--- config.mk ---
export PLATFORM = sky130hd
export DESIGN_NAME = rpt_ctrl
export DESIGN_NICKNAME = d
export VERILOG_FILES = /design/src/rtl/rpt_pkg.sv /design/src/rtl/rpt_start_dec.sv /design/src/rtl/rpt_count.sv /design/src/rtl/rpt_seq.sv /design/src/rtl/rpt_ctrl.sv
export SDC_FILE = /design/constraint.sdc
export NUM_CORES = 1
export LEC_CHECK = 0
export BUFFER_PORTS_ARGS = -buffer_cell sky130_fd_sc_hd__buf_2
export CAP_MARGIN = 20
export CORE_ASPECT_RATIO = 0.9
export CORE_MARGIN = 8
export CORE_UTILIZATION = 43
export DETAILED_ROUTE_END_ITERATION = 8
export PLACE_DENSITY_LB_ADDON = 0.1
export SYNTH_ARGS = -nofsm -noshare
export SYNTH_HDL_FRONTEND = slang
export SYNTH_SLANG_ARGS = --single-unit
--- constraint.sdc ---
create_clock -name clk -period 2.2 [get_ports clk]
set_clock_uncertainty 0.2 [all_clocks]
set_input_delay 0.66 -clock clk [delete_from_list [all_inputs] [get_ports clk]]
set_output_delay 0.66 -clock clk [all_outputs]
set_load 0.005 [all_outputs]
--- src/rtl/rpt_pkg.sv ---
package rpt_pkg;
  typedef enum logic [1:0] {
    ST_IDLE = 2'd0,
    ST_RUN  = 2'd1,
    ST_SUSP = 2'd2
  } rpt_state_e;
endpackage

--- src/rtl/rpt_start_dec.sv ---
module rpt_start_dec #(
  parameter int CNT_W = 13,
  parameter int IMM_W = 5
) (
  input  logic             start_i,
  input  logic             src_i,
  input  logic [IMM_W-1:0] imm_i,
  input  logic [CNT_W-1:0] stored_i,
  input  logic             busy_i,
  input  logic             wr_last_i,
  output logic             accept_o,
  output logic             reject_o,
  output logic [CNT_W-1:0] load_o
);
  localparam int PAD_W = CNT_W - IMM_W;

  logic [IMM_W-1:0] imm_m1;

  always_comb begin
    imm_m1   = (imm_i == '0) ? '0 : imm_i - 1'b1;
    reject_o = start_i & (busy_i | (src_i & wr_last_i));
    accept_o = start_i & ~reject_o;
    load_o   = src_i ? stored_i : {{PAD_W{1'b0}}, imm_m1};
  end
endmodule

--- src/rtl/rpt_count.sv ---
module rpt_count #(
  parameter int CNT_W = 13
) (
  input  logic             clk,
  input  logic             rst,
  input  logic             load_i,
  input  logic [CNT_W-1:0] load_val_i,
  input  logic             dec_i,
  input  logic             wr_i,
  input  logic [CNT_W-1:0] wr_val_i,
  output logic [CNT_W-1:0] cnt_o,
  output logic             zero_o
);
  always_ff @(posedge clk) begin
    if (rst)         cnt_o <= '0;
    else if (load_i) cnt_o <= load_val_i;
    else if (dec_i)  cnt_o <= cnt_o - 1'b1;
    else if (wr_i)   cnt_o <= wr_val_i;
  end

  assign zero_o = (cnt_o == '0);
endmodule

--- src/rtl/rpt_seq.sv ---
module rpt_seq
  import rpt_pkg::*;
(
  input  logic       clk,
  input  logic       rst,
  input  logic       accept_i,
  input  logic       done_i,
  input  logic       zero_i,
  input  logic       susp_i,
  input  logic       resume_i,
  output rpt_state_e state_o,
  output logic       dec_o,
  output logic       again_o,
  output logic       fin_o
);
  rpt_state_e nxt;
  logic again_n, fin_n;

  always_comb begin
    nxt     = state_o;
    dec_o   = 1'b0;
    again_n = 1'b0;
    fin_n   = 1'b0;
    unique case (state_o)
      ST_IDLE: if (accept_i) nxt = ST_RUN;
      ST_RUN: begin
        if (done_i) begin
          if (zero_i) begin
            fin_n = 1'b1;
            nxt   = ST_IDLE;
          end else begin
            dec_o = 1'b1;
            if (susp_i) nxt = ST_SUSP;
            else        again_n = 1'b1;
          end
        end else if (susp_i) begin
          nxt = ST_SUSP;
        end
      end
      ST_SUSP: if (resume_i) begin
        nxt     = ST_RUN;
        again_n = 1'b1;
      end
      default: nxt = ST_IDLE;
    endcase
  end

  always_ff @(posedge clk) begin
    if (rst) begin
      state_o <= ST_IDLE;
      again_o <= 1'b0;
      fin_o   <= 1'b0;
    end else begin
      state_o <= nxt;
      again_o <= again_n;
      fin_o   <= fin_n;
    end
  end
endmodule

--- src/rtl/rpt_ctrl.sv ---
module rpt_ctrl
  import rpt_pkg::*;
#(
  parameter int CNT_W  = 13,
  parameter int IMM_W  = 5,
  parameter int WORD_W = 16
) (
  input  logic              clk,
  input  logic              rst,
  input  logic              start_i,
  input  logic              start_src_i,
  input  logic [IMM_W-1:0]  start_imm_i,
  input  logic              done_i,
  input  logic              susp_i,
  input  logic              resume_i,
  input  logic              wr_en_i,
  input  logic [CNT_W-1:0]  wr_count_i,
  input  logic              wr_err_clr_i,
  output logic              again_o,
  output logic              finish_o,
  output logic              active_o,
  output logic              suspended_o,
  output logic              err_o,
  output logic [CNT_W-1:0]  count_o,
  output logic [WORD_W-1:0] word_o
);
  localparam int GAP_W = WORD_W - CNT_W - 2;

  rpt_state_e       state;
  logic             accept, reject, dec, zero, wr_ok, wr_last;
  logic [CNT_W-1:0] load_val;

  rpt_start_dec #(.CNT_W(CNT_W), .IMM_W(IMM_W)) u_dec (
    .start_i  (start_i),
    .src_i    (start_src_i),
    .imm_i    (start_imm_i),
    .stored_i (count_o),
    .busy_i   (state != ST_IDLE),
    .wr_last_i(wr_last),
    .accept_o (accept),
    .reject_o (reject),
    .load_o   (load_val)
  );

  rpt_seq u_seq (
    .clk     (clk),
    .rst     (rst),
    .accept_i(accept),
    .done_i  (done_i),
    .zero_i  (zero),
    .susp_i  (susp_i),
    .resume_i(resume_i),
    .state_o (state),
    .dec_o   (dec),
    .again_o (again_o),
    .fin_o   (finish_o)
  );

  assign wr_ok = wr_en_i & ~accept & (state != ST_RUN);

  rpt_count #(.CNT_W(CNT_W)) u_cnt (
    .clk       (clk),
    .rst       (rst),
    .load_i    (accept),
    .load_val_i(load_val),
    .dec_i     (dec),
    .wr_i      (wr_ok),
    .wr_val_i  (wr_count_i),
    .cnt_o     (count_o),
    .zero_o    (zero)
  );

  always_ff @(posedge clk) begin
    if (rst) begin
      err_o   <= 1'b0;
      wr_last <= 1'b0;
    end else begin
      wr_last <= wr_ok;
      if (reject)                     err_o <= 1'b1;
      else if (wr_ok && wr_err_clr_i) err_o <= 1'b0;
    end
  end

  assign active_o    = (state != ST_IDLE);
  assign suspended_o = (state == ST_SUSP);
  assign word_o      = {active_o, err_o, {GAP_W{1'b0}}, count_o};
endmodule

==> impl_results.md, run 1 <==
* Outcome: finished clean
* Post-synth ARST share at 0
* Post-synth EDFFs at 0
* R2R setup slack at 0.14 ns
* First-iteration detailed-routing DRC count at 73
* TritonCTS clock tree: yes
* Synth Register Bits at 19
* DP Wirelength at 3.76 mm
* Post-synthesis sequential area ratio at 0.256
* H-Tree Depth at 1
* Overall power at 2.34 mW
* Setup TNS at 0 ns
* Hold Crit Class: register to register
* GP Congestion at 0.866
* R2R Path Start: u_cnt.cnt_o[0]
* Vias in the first global route at 1628
* Number of cells on the worst reg-to-reg path at 5
* Worst skew pair latency at 0.27 ns
* Post-Syn Nets at 218
* Netlist cell types at 54
* Worst setup EP type: output pin
* CTS Sinks at 19
* GR Util All Layers at 0.165
* Initial antenna violation count at 0
* Number of cell rows at 20
* Hold Startpoint: u_seq.state_o[0]
* WP data required at 1.34 ns
* Crit-path slowest cell: dfxtp_2
* Final #Nets at 291
* Height of the die at 71.7 um
* Post-Synthesis Cells at 183
* Fmax at 475 MHz
* Most common cell after layout, fill and taps aside: buf_2
* Worst path bufs/invs at 4
* Filler Cells Inserted at 319
* Drt first pass iters at 4
* Vias at 1624
* Crit path time final at 2.11 ns
* Core ar. at 3350 sq um
* CTS Buf Count at 3
* Share of cells above drive strength 1 at 0.451
* Startpoint Class: register
* WL final at 4.71 mm
* Fin cells at 299
* WL/cell at 15.7 um
* Syn. warnings at 0
* Total global routing overflow at 0
* Mean area per synthesized cell at 8.11 sq um
* Synth-to-layout area growth at 35.6%
* Tcrit/Tclk final at 0.957
* Cell taking the most area after synthesis: dfxtp_1
* First-pass GRT wire length at 7.62 mm
* Worst slack at placement at -0.0534 ns
* Reg clk slew, reported paths at 0.08 ns
* DR top layer: met4
* FF-to-FF End: u_cnt.cnt_o[3]
* Inst Count DP at 293
* Met2 WL post-DR at 2.38 mm
* Primary FF master, synth: dfxtp_1
* CTS root buf: clkbuf_8
* Critical path type: register to output pin
* Top cell type's share of synthesized area at 0.256
* Setup WS post-layout at 0.0947 ns
* CP dominant cell by count: inv_1
* Die outline area at 5590 sq um
* Finished Core Util at 0.600
* Residual DRC at 0
* Worst hold stages at 2
* Synthesized area at 1480 sq um
* Worst-path cell chain: inv_1, ha_2, buf_4, inv_1, buf_2
* Worst path depth at 5
* Largest net degree at the start of global routing at 17
* Starting Density at 0.443
* ANT nets after route at 0
* Leak Pwr at 0.944 nW
* Final setup violation count at 0
* Vias/cell at 5.43
* Top delay family on crit path: buffers and inverters
* Wire length on met1 at 1.96 mm
* Number of buffers inserted by hold repair at cts at 0
* Largest cells by area after synthesis: dfxtp_1 26%, buf_4 8.1%, ha_1 6.7%
* Worst-path maximum fanout at 4
* Hold endpoint: u_seq.state_o[0]
* Max Cap Viol at 0
* Met3 routed WL at 320 um
* Slew Limit Fails at 0
* Port Buffer Count at 59
* Ports at 61
* Worst VDD drop at 0.462 mV
* Most frequent cells in the layout: 59 x buf_2, 29 x buf_4, 16 x dfxtp_1
* Pwr dens at 1160 nW/um^2
* Final Hold Fails at 0
* Diode count at 0
* Worst path arrival time at 1.25 ns
* Die X at 77.9 um
* Largest stage delay on the critical path at 0.36 ns
* Clock Path Buffers at 2
## worst register-to-register path, delay by kind of cell, from the launching register on
| kind | cells | cell delay (ns) |
|---|---|---|
| buffers and inverters | 1 | 0.14 |
| AND/OR/NAND/NOR | 1 | 0.61 |
| flip-flops | 1 | 0.33 |
| AO/OA/AOI/OAI | 3 | 0.70 |
## routing by layer
layer / GRT usage / vias to the layer above
met2: 0.295 / 43
met3: 0.0513 / 5
met5: 0 / -
met4: 0.0554 / 0
met1: 0.181 / 762
li1: - / 814
## cell families (layout without fill, tap and decap cells)
| group | after synthesis | count (layout) | share of synthesized area |
|---|---|---|---|
| XOR/XNOR | 5 | 5 | 0.0295 |
| adder cells (fa/ha/maj) | 8 | 8 | 0.0675 |
| AO/OA/AOI/OAI | 49 | 49 | 0.235 |
| other | 1 | 1 | 0.00253 |
| flip-flops | 19 | 19 | 0.256 |
| AND/OR/NAND/NOR | 72 | 72 | 0.289 |
| buffers and inverters | 29 | 101 | 0.120 |
## worst max path at each step
stage,startpoint,to,slack [ns]
global placement,start_imm_i[0],u_cnt.cnt_o[4],-0.006
floorplan,start_imm_i[0],u_cnt.cnt_o[2],0.13
CTS,u_cnt.cnt_o[0],u_cnt.cnt_o[0],0.003
finish,u_seq.state_o[0],active_o,0.09
detailed placement,start_imm_i[1],u_cnt.cnt_o[2],-0.05
global route,u_cnt.cnt_o[0],u_cnt.cnt_o[8],-0.01
## timing repair
item                                   4_1_cts  5_1_grt
setup endpoints to repair                    2       17
pin swaps                                    0        3
setup buffers                                0        2
resized for setup                            1       14
endpoints found under the hold margin        0        0
## stage by stage
stage / instance area [sq um] / hold WS (ns)
floorplan: 1490 / 0.277
global placement: 1900 / 0.268
detailed placement: 1900 / 0.318
CTS: 1950 / 0.313
global route: 2010 / 0.326
finish: 2010 / 0.309
## flip-flops by register name (all words and copies together) (netlist names)
| signal | flops |
|---|---|
| err_o | 1 |
| u_seq.state_o | 2 |
| u_seq.again_o | 1 |
| u_seq.fin_o | 1 |
| u_cnt.cnt_o | 13 |
| wr_last | 1 |
## Yosys cell counts (all sizes together), types with 2 or more instances
| master | count |
|---|---|
| a211oi | 4 |
| a21o | 3 |
| a21oi | 7 |
| a221o | 2 |
| a221oi | 2 |
| a311oi | 4 |
| a31oi | 5 |
| and2 | 3 |
| and4 | 2 |
| buf | 18 |
| clkbuf | 2 |
| dfxtp | 19 |
| ha | 8 |
| inv | 9 |
| nand2 | 13 |
| nand2b | 2 |
| nand3 | 6 |
| nor2 | 14 |
| nor3 | 11 |
| nor3b | 3 |
| nor4 | 4 |
| o211ai | 4 |
| o21ai | 8 |
| o22ai | 2 |
| or2 | 2 |
| or3 | 2 |
| or4 | 2 |
| xnor2 | 5 |
## cell type report
type,count,area (sq um),share of cell area
Multi-Input combinational cell,135,981,0.488
Tap cell,44,55.1,0.0274
Sequential cell,19,384,0.191
Timing Repair Buffer,88,513,0.255
Inverter,9,33.8,0.0168
Clock buffer,4,45.0,0.0224
## power by group
group / total, mW / switching (mW) / internal [mW] / leakage [nW]
registers: 0.553 / 0.115 / 0.438 / 0.157
clock network: 0.259 / 0.129 / 0.129 / 0.0228
logic: 1.53 / 0.774 / 0.756 / 0.765
No activity file was read; power rests on OpenSTA's default activity.
==> inputs of run 2 (changes only) <==
--- a/config.mk
+++ b/config.mk
@@ -9,7 +9,7 @@
 export CAP_MARGIN = 20
 export CORE_ASPECT_RATIO = 0.9
 export CORE_MARGIN = 8
-export CORE_UTILIZATION = 43
+export CORE_UTILIZATION = 48
 export DETAILED_ROUTE_END_ITERATION = 8
 export PLACE_DENSITY_LB_ADDON = 0.1
 export SYNTH_ARGS = -nofsm -noshare
==> constraint.sdc (replaced) <==
create_clock -name clk -period 2.4 [get_ports clk]
set_clock_uncertainty 0.2 [all_clocks]
set_input_delay 0.72 -clock clk [delete_from_list [all_inputs] [get_ports clk]]
set_output_delay 0.72 -clock clk [all_outputs]
set_load 0.005 [all_outputs]
==> impl_results.md, run 2 (synthesis gave the netlist of run 1 again) <==
* Initial antenna violation count at 0
* Most frequent cells in the layout: 59 x buf_2, 19 x dfxtp_1, 17 x buf_4
* WL/cell at 15.7 um
* Residual DRC at 0
* Final setup violation count at 0
* Worst path bufs/invs at 2
* DP Wirelength at 3.46 mm
* Outcome: finished clean
* Max reg flops at 13
* Die X at 74.6 um
* Hold Crit Class: register to register
* WP data required at 2.42 ns
* Starting Density at 0.495
* Crit path time final at 2.24 ns
* Core ar. at 3000 sq um
* Worst setup EP type: register
* Vias at 1621
* Port Buffer Count at 59
* First-iteration detailed-routing DRC count at 137
* Tcrit/Tclk final at 0.932
* Startpoint Class: register
* Filler Cells Inserted at 303
* Largest net degree at the start of global routing at 17
* Crit-path slowest cell: dfxtp_1
* ANT nets after route at 0
* Setup repair after global routing missed its margin: false
* First-pass GRT wire length at 6.78 mm
* Clock Path Buffers at 2
* Number of buffers inserted by hold repair at cts at 0
* Setup TNS at 0 ns
* Number of cell rows at 19
* Top delay family on crit path: compound AO/OA/AOI/OAI gates
* Ports at 61
* Critical path type: register to register
* Fmax at 447 MHz
* Most common cell after layout, fill and taps aside: buf_2
* Final Hold Fails at 0
* Final #Nets at 279
* Register Area at 380 sq um
* Regs by FF count: u_cnt.cnt_o x13, u_seq.state_o x2
* Worst path arrival time at 2.26 ns
* Vias/cell at 5.69
* Largest stage delay on the critical path at 0.36 ns
* Leak Pwr at 0.876 nW
* CTS root buf: clkbuf_4
* Worst skew pair latency at 0.31 ns
* Diode count at 0
* Vias in the first global route at 1516
* Area occupied by multi-input gates at 948 sq um
* Synth-to-layout area growth at 25.6%
* Max Cap Viol at 0
* Share of cells above drive strength 1 at 0.374
* Worst VDD drop at 0.529 mV
* Fin cells at 285
* CTS Buf Count at 3
* TritonCTS clock tree: yes
* GP Congestion at 0.899
* Largest reg by FF count: u_cnt.cnt_o
* Slew Limit Fails at 0
* H-Tree Depth at 1
* CTS Sinks at 19
* Worst-path cell chain: inv_1, ha_1, nor4b_4, nand4_1, buf_4, a21oi_4, a31oi_1, a221oi_1
* Pwr dens at 1040 nW/um^2
* WL final at 4.48 mm
* Hold_ws at 0.310 ns
* Worst-path maximum fanout at 8
* Total global routing overflow at 0
* Height of the die at 68.7 um
* Inst Count DP at 279
* Reg clk slew, reported paths at 0.12 ns
* Die outline area at 5130 sq um
* GR Util All Layers at 0.167
* Drt first pass iters at 4
run 2: cell types whose count changed in the layout (fill, tap and decap cells not counted), sizes merged:
cell / change
buf: -12
run 2: routing by layer:
layer	vias up	global-route usage	part of all wire
li1	795	-	-
met1	739	0.208	0.43
met2	83	0.279	0.47
met3	4	0.0376	0.089
met4	0	0.0537	0.0094
met5	-	0	0
run 2: power by group:
group	leakage (nW)	switching (mW)	internal, mW
combinational	0.704	0.670	0.575
sequential	0.156	0.116	0.397
clock	0.0150	0.114	0.0648
total	0.876	0.899	1.04
run 2: per-stage QoR:
step	instance area (sq um)	power, mW	util	worst slack, ns
finish	1860	1.94	0.622	0.163
global route	1860	2.08	0.622	0.0345
CTS	1830	1.86	0.610	0.0892
detailed placement	1800	1.67	0.601	-0.177
global placement	1800	1.66	0.601	-0.112
floorplan	1480	1.33	-	0.0207
run 2: repair_timing:
action	4_1_cts	5_1_grt
resized for setup	0	4
setup endpoints to repair	0	5
setup buffers	0	2
run 2: worst reg2reg max path: cells and delay by family, from the launching register on:
kind / cells / cell delay (ns)
AO/OA/AOI/OAI: 3 / 0.65
AND/OR/NAND/NOR: 2 / 0.46
flip-flops: 1 / 0.36
buffers and inverters: 2 / 0.32
adder cells (fa/ha/maj): 1 / 0.16
run 2: final cells by class:
cell class	instances	area share
Timing Repair Buffer	76	0.227
Sequential cell	19	0.204
Clock buffer	4	0.0141
Inverter	9	0.0181
Tap cell	42	0.0282
Multi-Input combinational cell	135	0.509
run 2: worst paths after layout:
kind	startpoint	end	slack, ns	depth (start not counted)
max	u_cnt.cnt_o[1]	u_cnt.cnt_o[0]	0.16	8
min	err_o	err_o	0.31	2
max reg2reg	u_cnt.cnt_o[1]	u_cnt.cnt_o[0]	0.16	8
min reg2reg	err_o	err_o	0.31	2
==> inputs of run 3 (changes only) <==
--- a/config.mk
+++ b/config.mk
@@ -5,12 +5,12 @@
 export SDC_FILE = /design/constraint.sdc
 export NUM_CORES = 1
 export LEC_CHECK = 0
-export BUFFER_PORTS_ARGS = -buffer_cell sky130_fd_sc_hd__buf_2
 export CAP_MARGIN = 20
 export CORE_ASPECT_RATIO = 0.9
 export CORE_MARGIN = 8
-export CORE_UTILIZATION = 48
+export CORE_UTILIZATION = 54
 export DETAILED_ROUTE_END_ITERATION = 8
+export DONT_BUFFER_PORTS = 1
 export PLACE_DENSITY_LB_ADDON = 0.1
 export SYNTH_ARGS = -nofsm -noshare
 export SYNTH_HDL_FRONTEND = slang
==> impl_results.md, run 3 (synthesis gave the netlist of run 1 again) <==
* Top delay family on crit path: simple AND/OR/NAND/NOR gates
* Total global routing overflow at 0
* Share of cells above drive strength 1 at 0.168
* Diode count at 0
* Comb power frac at 0.609
* Worst skew pair latency at 0.31 ns
* TritonCTS clock tree: yes
* Initial antenna violation count at 0
* WL final at 3.97 mm
* Int Pwr at 0.927 mW
* CTS Buf Count at 3
* Worst setup EP type: register
* Outcome: finished clean
* Psw at 0.809 mW
* Setup repair after global routing missed its margin: false
* Max reg flops at 13
* Hold Crit Class: input port to register
* Sequential share of power at 0.292
* Number of cell rows at 18
* Crit path time final at 2.22 ns
* Residual DRC at 0
* Rel. slew slack at 0.656
* Largest reg by FF count: u_cnt.cnt_o
* H-Tree Depth at 1
* Reg clk slew, reported paths at 0.12 ns
* Setup WS post-layout at 0.181 ns
* Largest net degree at the start of global routing at 17
* Vias in the first global route at 1397
* Vias at 1378
* Critical path type: register to register
* Leak Pwr at 0.603 nW
* First-iteration detailed-routing DRC count at 79
* Final setup violation count at 0
* ANT nets after route at 0
* Vias/cell at 6.41
* Least-Margin Pin Slew at 0.513 ns
* Fmax at 451 MHz
* Startpoint Class: register
* Ports at 61
* Port Buffer Count at 0
* Worst path bufs/invs at 1
* Design area at 1550 sq um
* Drt first pass iters at 4
* Most common cell after layout, fill and taps aside: dfxtp_1
* Final #Nets at 221
* Pwr dens at 1120 nW/um^2
* CTS root buf: clkbuf_4
* Max Cap Viol at 0
* Placed Area at 1510 sq um
* Net Sw Frac at 0.466
* Worst-path maximum fanout at 10
* Die X at 71.3 um
* Starting Density at 0.554
* Regs by FF count: u_cnt.cnt_o x13, u_seq.state_o x2
* Crit-path slowest cell: and4_1
* Tcrit/Tclk final at 0.925
* Final Hold Fails at 0
* Worst VDD drop at 0.449 mV
* First-pass GRT wire length at 6.72 mm
* WL/cell at 18.5 um
* DP Wirelength at 3.06 mm
* Die outline area at 4680 sq um
* Filler Cells Inserted at 249
* Core ar. at 2680 sq um
* Area occupied by multi-input gates at 933 sq um
* GR Util All Layers at 0.177
* Clock Path Buffers at 2
* Height of the die at 65.7 um
* Most frequent cells in the layout: 19 x dfxtp_1, 18 x buf_4, 14 x nor2_1
* Worst-path cell chain: inv_1, ha_1, nor4b_2, and4_1, nand2_1, a311oi_1, o41ai_1
* Worst slack at placement at -0.0494 ns
* Worst path arrival time at 2.22 ns
* CTS Sinks at 19
* Finished Core Util at 0.577
* Clock Power Share at 0.099
* Largest stage delay on the critical path at 0.50 ns
* Register Area at 380 sq um
* GP Congestion at 0.826
* Synth-to-layout area growth at 4.22%
* WP data required at 2.40 ns
* Slew Limit Fails at 0
[run 3: changes by cell type in the layout (fill, tap and decap cells not counted), sizes merged]
cell,delta
buf,-58
[run 3: power by group through the flow]
stage,clock network (mW),logic (mW),registers [mW]
after floorplan,0,0.823,0.510
after detailed placement,0,1.02,0.514
after CTS,0.181,1.03,0.507
final,0.172,1.06,0.507
after global placement,0,1.02,0.513
after global routing,0.194,1.18,0.526
[run 3: timing repair]
| action | in CTS | in global routing |
|---|---|---|
| setup buffers | 0 | 1 |
| setup endpoints to repair | 0 | 1 |
| endpoints found under the hold margin | 0 | 0 |
| hold buffers | 0 | 0 |
| gates resized for setup | 0 | 1 |
[run 3: cell type report]
type / count / area share
Multi-Input combinational cell: 135 / 0.604
Sequential cell: 19 / 0.246
Timing Repair Buffer: 18 / 0.0874
Tap cell: 30 / 0.0243
Inverter: 9 / 0.0218
Clock buffer: 4 / 0.0170
[run 3: layer usage]
layer | part of all wire | GRT usage | vias to the layer above
li1 | - | - | 675
met1 | 0.42 | 0.193 | 640
met2 | 0.48 | 0.307 | 56
met3 | 0.089 | 0.0608 | 7
met4 | 0.015 | 0.0751 | 0
met5 | 0 | 0 | -
[run 3: through the flow]
stage          hold WS [ns]  setup TNS [ns]  power [mW]  instances
5_1_grt               0.239               0        1.90        215
2_1_floorplan         0.277               0        1.33        183
4_1_cts               0.254               0        1.72        214
3_5_place_dp          0.307         -0.0494        1.54        210
3_3_place_gp          0.295               0        1.53        210
6_report              0.264               0        1.74        215
[run 3: final timing paths]
check | start | end | slack (ns) | cells past startpoint
max reg2reg | u_cnt.cnt_o[0] | u_seq.state_o[0] | 0.18 | 7
max | u_cnt.cnt_o[0] | u_seq.state_o[0] | 0.18 | 7
min reg2reg | u_seq.state_o[0] | u_seq.state_o[0] | 0.32 | 2
min | rst | u_cnt.cnt_o[3] | 0.26 | 1
